<file path="config.mk">
export PLATFORM = sky130hd
export DESIGN_NAME = kwdt_top
export DESIGN_NICKNAME = d
export VERILOG_FILES = /design/src/rtl/kwdt_pkg.sv /design/src/rtl/kwdt_regif.sv /design/src/rtl/kwdt_prescaler.sv /design/src/rtl/kwdt_upcnt.sv /design/src/rtl/kwdt_top.sv
export SDC_FILE = /design/constraint.sdc
export NUM_CORES = 1
export LEC_CHECK = 0
export BUFFER_PORTS_ARGS = -buffer_cell sky130_fd_sc_hd__buf_2
export CORE_MARGIN = 2
export CORE_UTILIZATION = 45
export DETAILED_ROUTE_END_ITERATION = 12
export GPL_TIMING_DRIVEN = 0
export PLACE_DENSITY = 0.68
export SYNTH_ARGS = -nofsm -noshare
export SYNTH_HDL_FRONTEND = slang
export SYNTH_SLANG_ARGS = --single-unit
export TNS_END_PERCENT = 5
</file>
<file path="constraint.sdc">
create_clock -name clk -period 4.3 [get_ports clk]
set_input_delay 0.86 -clock clk [delete_from_list [all_inputs] [get_ports clk]]
set_output_delay 0.86 -clock clk [all_outputs]
set_load 0.01 [all_outputs]
</file>
<file path="src/rtl/kwdt_pkg.sv">
package kwdt_pkg;
   localparam int unsigned KWDT_SEL_W = 3;
   localparam int unsigned KWDT_NDIV  = 1 << KWDT_SEL_W;

   // control payload bit positions (software-visible layout)
   localparam int unsigned CTL_RUN_BIT  = 7;
   localparam int unsigned CTL_BUSY_BIT = 5;
   localparam int unsigned CTL_OVF_BIT  = 4;

   typedef enum logic {
      KREG_CTRL = 1'b0,
      KREG_CNT  = 1'b1
   } kwdt_reg_e;

   // clocks per tick for each divider code
   function automatic int unsigned div_of(input int unsigned code);
      case (code)
         0: div_of = 1;
         1: div_of = 4;
         2: div_of = 16;
         3: div_of = 32;
         4: div_of = 64;
         5: div_of = 128;
         6: div_of = 1024;
         default: div_of = 4096;
      endcase
   endfunction
endpackage

</file>
<file path="src/rtl/kwdt_regif.sv">
module kwdt_regif
   import kwdt_pkg::*;
#(
   parameter int unsigned CNT_W         = 16,
   parameter int unsigned SYNC_CYC      = 2,
   parameter logic [31:0] CTRL_KEY_WORD = 32'hA5A5_A500,
   parameter logic [31:0] CNT_KEY_WORD  = 32'h5A5A_0000
) (
   input  logic                  clk,
   input  logic                  rst_n,
   input  logic                  wr_en,
   input  logic                  wr_addr,
   input  logic [31:0]           wr_data,
   output logic                  busy,
   output logic                  run,
   output logic [KWDT_SEL_W-1:0] dsel,
   output logic                  ctl_land,
   output logic                  clr_ovf,
   output logic                  cnt_load,
   output logic [CNT_W-1:0]      cnt_val
);
   localparam int unsigned SW = $clog2(SYNC_CYC + 1);

   logic                  ctrl_hit, cnt_hit, acc, land;
   logic [SW-1:0]         sync_q;
   logic                  pc_v, pc_run, pc_clr;
   logic [KWDT_SEL_W-1:0] pc_dsel;
   logic                  pn_v;
   logic [CNT_W-1:0]      pn_val;

   assign ctrl_hit = wr_en && (wr_addr == KREG_CTRL) &&
                     (wr_data[31:8] == CTRL_KEY_WORD[31:8]);
   assign cnt_hit  = wr_en && (wr_addr == KREG_CNT) &&
                     (wr_data[31:CNT_W] == CNT_KEY_WORD[31:CNT_W]);
   assign acc      = ctrl_hit || cnt_hit;
   // held values land when the window expires without a fresh write
   assign land     = (sync_q == SW'(1)) && !acc;
   assign busy     = (sync_q != '0);

   always_ff @(posedge clk or negedge rst_n) begin
      if (!rst_n) begin
         sync_q <= '0;
      end else if (acc) begin
         sync_q <= SW'(SYNC_CYC);
      end else if (sync_q != '0) begin
         sync_q <= sync_q - SW'(1);
      end
   end

   always_ff @(posedge clk or negedge rst_n) begin
      if (!rst_n) begin
         pc_v    <= 1'b0;
         pc_run  <= 1'b0;
         pc_clr  <= 1'b0;
         pc_dsel <= '0;
         run     <= 1'b0;
         dsel    <= '0;
      end else if (ctrl_hit) begin
         pc_v    <= 1'b1;
         pc_run  <= wr_data[CTL_RUN_BIT];
         pc_clr  <= ~wr_data[CTL_OVF_BIT];
         pc_dsel <= wr_data[KWDT_SEL_W-1:0];
      end else if (land && pc_v) begin
         pc_v <= 1'b0;
         run  <= pc_run;
         dsel <= pc_dsel;
      end
   end

   always_ff @(posedge clk or negedge rst_n) begin
      if (!rst_n) begin
         pn_v   <= 1'b0;
         pn_val <= '0;
      end else if (cnt_hit) begin
         pn_v   <= 1'b1;
         pn_val <= wr_data[CNT_W-1:0];
      end else if (land) begin
         pn_v <= 1'b0;
      end
   end

   assign ctl_land = land && pc_v;
   assign clr_ovf  = land && pc_v && pc_clr;
   assign cnt_load = land && pn_v;
   assign cnt_val  = pn_val;

   AST_BUSY_AFTER_WRITE: assert property (@(posedge clk) disable iff (!rst_n)
      acc |=> busy);
   AST_WRONG_KEY_QUIET: assert property (@(posedge clk) disable iff (!rst_n)
      (!busy && !acc) |=> !busy);
   AST_RUN_ONLY_ON_LAND: assert property (@(posedge clk) disable iff (!rst_n)
      !ctl_land |=> $stable(run));
endmodule

</file>
<file path="src/rtl/kwdt_prescaler.sv">
module kwdt_prescaler
   import kwdt_pkg::*;
#(
   parameter int unsigned PRE_W       = 12,
   parameter bit          PRESCALE_EN = 1'b1
) (
   input  logic                  clk,
   input  logic                  rst_n,
   input  logic                  run,
   input  logic                  restart,
   input  logic [KWDT_SEL_W-1:0] dsel,
   output logic                  tick
);
   generate
      if (PRESCALE_EN) begin : g_div
         logic [PRE_W-1:0]     pre_q;
         logic [KWDT_NDIV-1:0] tc;

         for (genvar k = 0; k < KWDT_NDIV; k++) begin : g_tc
            localparam int unsigned DV = div_of(k);
            if (DV > (1 << PRE_W)) begin : g_bad
               $error("prescaler width too small for divider set");
            end
            assign tc[k] = (pre_q == PRE_W'(DV - 1));
         end

         assign tick = run && tc[dsel];

         always_ff @(posedge clk or negedge rst_n) begin
            if (!rst_n) begin
               pre_q <= '0;
            end else if (restart || !run || tick) begin
               pre_q <= '0;
            end else begin
               pre_q <= pre_q + PRE_W'(1);
            end
         end

         AST_PRE_IN_RANGE: assert property (@(posedge clk) disable iff (!rst_n)
            (run && !restart && !tick) |=> (pre_q != '0));
      end else begin : g_nodiv
         assign tick = run;
      end
   endgenerate

   AST_NO_TICK_STOPPED: assert property (@(posedge clk) disable iff (!rst_n)
      !run |-> !tick);
endmodule

</file>
<file path="src/rtl/kwdt_upcnt.sv">
module kwdt_upcnt #(
   parameter int unsigned CNT_W = 16
) (
   input  logic             clk,
   input  logic             rst_n,
   input  logic             tick,
   input  logic             load,
   input  logic [CNT_W-1:0] load_val,
   input  logic             clr_ovf,
   output logic [CNT_W-1:0] count,
   output logic             ovf
);
   logic at_top;
   assign at_top = (count == {CNT_W{1'b1}});

   always_ff @(posedge clk or negedge rst_n) begin
      if (!rst_n) begin
         count <= '0;
      end else if (load) begin
         count <= load_val;
      end else if (tick) begin
         count <= count + CNT_W'(1);
      end
   end

   // a fresh overflow wins over a clear landing on the same edge
   always_ff @(posedge clk or negedge rst_n) begin
      if (!rst_n) begin
         ovf <= 1'b0;
      end else if (tick && !load && at_top) begin
         ovf <= 1'b1;
      end else if (clr_ovf) begin
         ovf <= 1'b0;
      end
   end

   AST_OVF_FROM_TOP: assert property (@(posedge clk) disable iff (!rst_n)
      $rose(ovf) |-> ($past(tick) && ($past(count) == {CNT_W{1'b1}})));
   AST_OVF_STICKY: assert property (@(posedge clk) disable iff (!rst_n)
      (ovf && !clr_ovf) |=> ovf);
   AST_COUNT_HOLD: assert property (@(posedge clk) disable iff (!rst_n)
      (!tick && !load) |=> $stable(count));
   AST_WRAP_ZERO: assert property (@(posedge clk) disable iff (!rst_n)
      (tick && !load && at_top) |=> (count == '0));
endmodule

</file>
<file path="src/rtl/kwdt_top.sv">
module kwdt_top
   import kwdt_pkg::*;
#(
   parameter int unsigned CNT_W         = 16,
   parameter int unsigned SYNC_CYC      = 2,
   parameter int unsigned PRE_W         = 12,
   parameter bit          PRESCALE_EN   = 1'b1,
   parameter logic [31:0] CTRL_KEY_WORD = 32'hA5A5_A500,
   parameter logic [31:0] CNT_KEY_WORD  = 32'h5A5A_0000
) (
   input  logic        clk,
   input  logic        rst_n,
   input  logic        wr_en,
   input  logic        wr_addr,
   input  logic [31:0] wr_data,
   input  logic        rd_addr,
   output logic [31:0] rd_data,
   output logic        reset_req
);
   if (CNT_W < 2 || CNT_W > 24) begin : g_chk_w
      $error("CNT_W must lie in 2..24");
   end
   if (SYNC_CYC < 1) begin : g_chk_s
      $error("SYNC_CYC must be at least 1");
   end

   logic                  busy, run, ctl_land, clr_ovf, cnt_load, tick, ovf;
   logic [KWDT_SEL_W-1:0] dsel;
   logic [CNT_W-1:0]      cnt_val, count;
   logic [31:0]           ctrl_word;

   kwdt_regif #(
      .CNT_W(CNT_W), .SYNC_CYC(SYNC_CYC),
      .CTRL_KEY_WORD(CTRL_KEY_WORD), .CNT_KEY_WORD(CNT_KEY_WORD)
   ) u_regif (
      .clk(clk), .rst_n(rst_n), .wr_en(wr_en), .wr_addr(wr_addr),
      .wr_data(wr_data), .busy(busy), .run(run), .dsel(dsel),
      .ctl_land(ctl_land), .clr_ovf(clr_ovf), .cnt_load(cnt_load),
      .cnt_val(cnt_val)
   );

   kwdt_prescaler #(.PRE_W(PRE_W), .PRESCALE_EN(PRESCALE_EN)) u_pre (
      .clk(clk), .rst_n(rst_n), .run(run), .restart(ctl_land),
      .dsel(dsel), .tick(tick)
   );

   kwdt_upcnt #(.CNT_W(CNT_W)) u_cnt (
      .clk(clk), .rst_n(rst_n), .tick(tick), .load(cnt_load),
      .load_val(cnt_val), .clr_ovf(clr_ovf), .count(count), .ovf(ovf)
   );

   always_comb begin
      ctrl_word                    = '0;
      ctrl_word[CTL_RUN_BIT]       = run;
      ctrl_word[CTL_BUSY_BIT]      = busy;
      ctrl_word[CTL_OVF_BIT]       = ovf;
      ctrl_word[KWDT_SEL_W-1:0]    = dsel;
   end

   assign rd_data   = (rd_addr == KREG_CNT) ? {{(32-CNT_W){1'b0}}, count} : ctrl_word;
   assign reset_req = ovf;

   AST_REQ_FOLLOWS_FLAG: assert property (@(posedge clk) disable iff (!rst_n)
      $rose(reset_req) |-> $past(run));
endmodule

</file>
==> metrics.md <==
| Metric | Value |
|---|---|
| Clock-pin slew on the worst setup and hold paths | 60 ps |
| Synth top area share | 45.6% |
| Pins over their slew limit | 0 |
| Post-CTS Setup Inserts | 0 |
| Seq pwr share | 51.1% |
| Die Y | 88.1 um |
| Seq/Total Area, Yosys | 45.6% |
| Max_cap viols | 0 |
| Worst-Margin Slew | 835 ps |
| NumNets Final | 434 |
| CP Max Fanout | 10 |
| Antenna Nets Post-Route | 0 |
| Global Route Usage Sum | 19.2% |
| Gpl congestion | 0.899 |
| Cell area power density | 291 nW/um^2 |
| Req. time, crit path | 3440 ps |
| Max Freq | 0.353 GHz |
| HPWL Detailed | 5120 um |
| Setup slack after layout | 1460 ps |
| Rel. slew slack | 43.9% |
| DRT Pass-1 Iters | 4 |
| Final Hold Vio Count | 0 |
| First-pass GRT wire length | 11300 um |
| Worst hold path type | reg -> reg |
| Register bit total from synthesis | 58 |
| Multi-input logic area | 1570 sq um |
| Depth of the most critical reg-to-reg path | 7 |
| Cell Area, Synth | 3180 sq um |
| N_diodes | 0 |
| FP Rows | 30 |
| Critical path class | in -> out |
| Root Driver | clkbuf_8 |
| Clock latency on the worst-skew pair | 330 ps |
| Synth area leaders | dfrtp_1 46%, mux2_2 8.8%, xor2_1 5.0% |
| Met3 WL | 291 um |
| Comb power frac | 10.6% |
| Congestion Overflow GR | 0 |
| Crit end category | primary output |
| Clk buf depth | 2 |
| Crit path time final | 2840 ps |
| Asr flop ratio synth | 100% |
| Cts bufs inserted | 9 |
| Slowest CP cell | clkbuf_1 |
| Vias in the first global route | 2292 |
| Iter 0 DRT Violations | 142 |
| RSZ-0062 raised after global routing | false |
| Most common cell in the netlist | dfrtp_1 |
| Count of cell types in the netlist | 41 |
| WL met2 | 3120 um |
| IO buf count | 52 |
| Htree depth | 3 |
| Status | completed |
| Min Hold Slack | 474 ps |
| Core ar. | 6830 sq um |
| Worst r2r dst | u_pre.g_div.pre_q[8] |
| # clock sinks | 58 |
| Routed length per instance | 14.0 um |
| Max IR drop VDD | 0.224 mV |
| Setup_tns | 0 ps |
| CTS tree | built |
| Switching pwr | 261 uW |
| Util after Layout | 55.4% |
| Clock network power share | 38.3% |
| Routed length on met1 | 3350 um |
| Layout Skew | 7.02 ps |
| LEAKAGE | 1.90 nW |
| Post-synthesis area per instance | 10.1 sq um |
| EDFF count, synth | 0 |
| P&R area growth vs syn | 18.8% |
| Setup Viol. Count Final | 0 |
| Synth Instances | 314 |
| Initial antenna violation count | 0 |
| Setup crit start kind | primary input |
| Primary FF master, synth | dfrtp_1 |
| R2r startpoint | u_pre.g_div.pre_q[10] |
| CP startpoint | rd_addr |
| Residual DRC | 0 |
| Most frequent CP cell | clkbuf_1 |
| Io pins | 70 |
| Period utilization | 66.0% |
| Filler cells | 657 |
| Place WS | 1210 ps |
| Sw Share | 23.7% |
| Pint | 841 uW |
| CP arrival | 1980 ps |
| Chain of cells forming the critical path | clkbuf_1 > clkbuf_1 > nand2_1 > o21ai_0 > buf_2 |
| Post-CTS Hold Buffers | 0 |
| Post-CTS sizing | 0 |
| Yosys warns | 0 |
| CP peak stage delay | 390 ps |
| FF/Latch Area | 1450 sq um |
| Design Area, Final | 3780 sq um |
| Flop-to-flop setup slack | 1890 ps |
| Most frequent cells after synthesis | 58 x dfrtp_1, 31 x nor2_1, 25 x mux2_2 |
| Placed cell area | 3620 sq um |
| Hold Crit Start | u_regif.pc_dsel[0] |
| Via density | 5.09 |
| Pin count of the biggest net entering global routing | 59 |
| Via Count | 2495 |
| Initial Util | 46.6% |
| Fraction of layout cells with a size suffix above 1 | 27.9% |
| Critical Path End | rd_data[1] |
| DRT Wirelength | 6880 um |
| Cell taking the most area after synthesis | dfrtp_1 |
| DIE AREA | 7770 sq um |
| Die W | 88.1 um |
| Top Metal Used | met4 |
registers in the layout, indices dropped and copies added, names as in the netlist:
signal	cells
u_cnt.count	16
u_cnt.ovf	1
u_pre.g_div.pre_q	12
u_regif.cnt_val	16
u_regif.dsel	3
u_regif.pc_clr	1
u_regif.pc_dsel	3
u_regif.pc_run	1
u_regif.pc_v	1
u_regif.pn_v	1
u_regif.run	1
u_regif.sync_q	2
worst max-delay path: cells and delay by family:
family | cells | cell delay [ps]
AOI/OAI and AO/OA | 1 | 100
buffers and inverters | 3 | 920
and+or+nand+nor | 1 | 90
logic make-up after synthesis:
kind of cell    synth area share [%]
flops                           45.6
other cells                    0.118
buf+inv                         6.80
mux                             9.47
simple gates                    19.2
compound gates                  10.0
fa+ha+maj                       1.96
xor+xnor                        6.88
metrics by stage:
step,cells,power (mW)
floorplan,329,0.642
global placement,477,0.684
detailed placement,477,0.689
CTS,490,1.12
global route,490,1.16
finish,490,1.10
worst min path at each step:
stage / end / slack [ps] / cells after the start
2_1_floorplan: u_regif.dsel[0] / 450 / 2
3_3_place_gp: u_regif.dsel[0] / 470 / 2
3_5_place_dp: u_regif.dsel[0] / 470 / 2
4_1_cts: u_regif.dsel[0] / 480 / 2
5_1_grt: u_regif.dsel[0] / 510 / 2
6_report: u_regif.dsel[0] / 470 / 2
metal layers:
metal | global-route usage, % | vias up
met5 | 0 | -
met2 | 28.4 | 58
met4 | 7.85 | 0
met1 | 27.7 | 1194
met3 | 3.86 | 11
li1 | - | 1232
power groups by stage:
stage               registers [mW]  logic (mW)  clock network (mW)
floorplan                    0.573      0.0696                   0
global placement             0.573       0.111                   0
detailed placement           0.573       0.116                   0
CTS                          0.564       0.118               0.434
global route                 0.566       0.135               0.463
finish                       0.564       0.116               0.422
cell type report:
| class | count | share of cell area, % |
|---|---|---|
| Clock buffer | 13 | 4.20 |
| Sequential cell | 58 | 38.4 |
| Inverter | 10 | 0.992 |
| Buffer | 30 | 4.73 |
| Multi-Input combinational cell | 231 | 41.6 |
| Timing Repair Buffer | 52 | 6.95 |
| Tap cell | 96 | 3.18 |
cells in the final DEF, fill, tap and decap left out, drive strengths merged, types with 2 or more instances in the layout:
| master | n |
|---|---|
| o2111ai | 8 |
| nor4b | 2 |
| nor4 | 2 |
| buf | 72 |
| dfrtp | 58 |
| nor4bb | 7 |
| nand4 | 4 |
| a21oi | 17 |
| mux2i | 2 |
| o21ai | 16 |
| ha | 5 |
| clkbuf | 23 |
| nand2 | 12 |
| xnor2 | 7 |
| conb | 16 |
| nand2b | 2 |
| and4 | 6 |
| nor3 | 4 |
| mux2 | 25 |
| nand3 | 6 |
| or3 | 5 |
| and3 | 8 |
| o211ai | 2 |
| xor2 | 18 |
| nor2 | 32 |
| and2 | 14 |
| inv | 10 |
| a31oi | 2 |
Note: power is estimated with default switching activity, not from simulation.
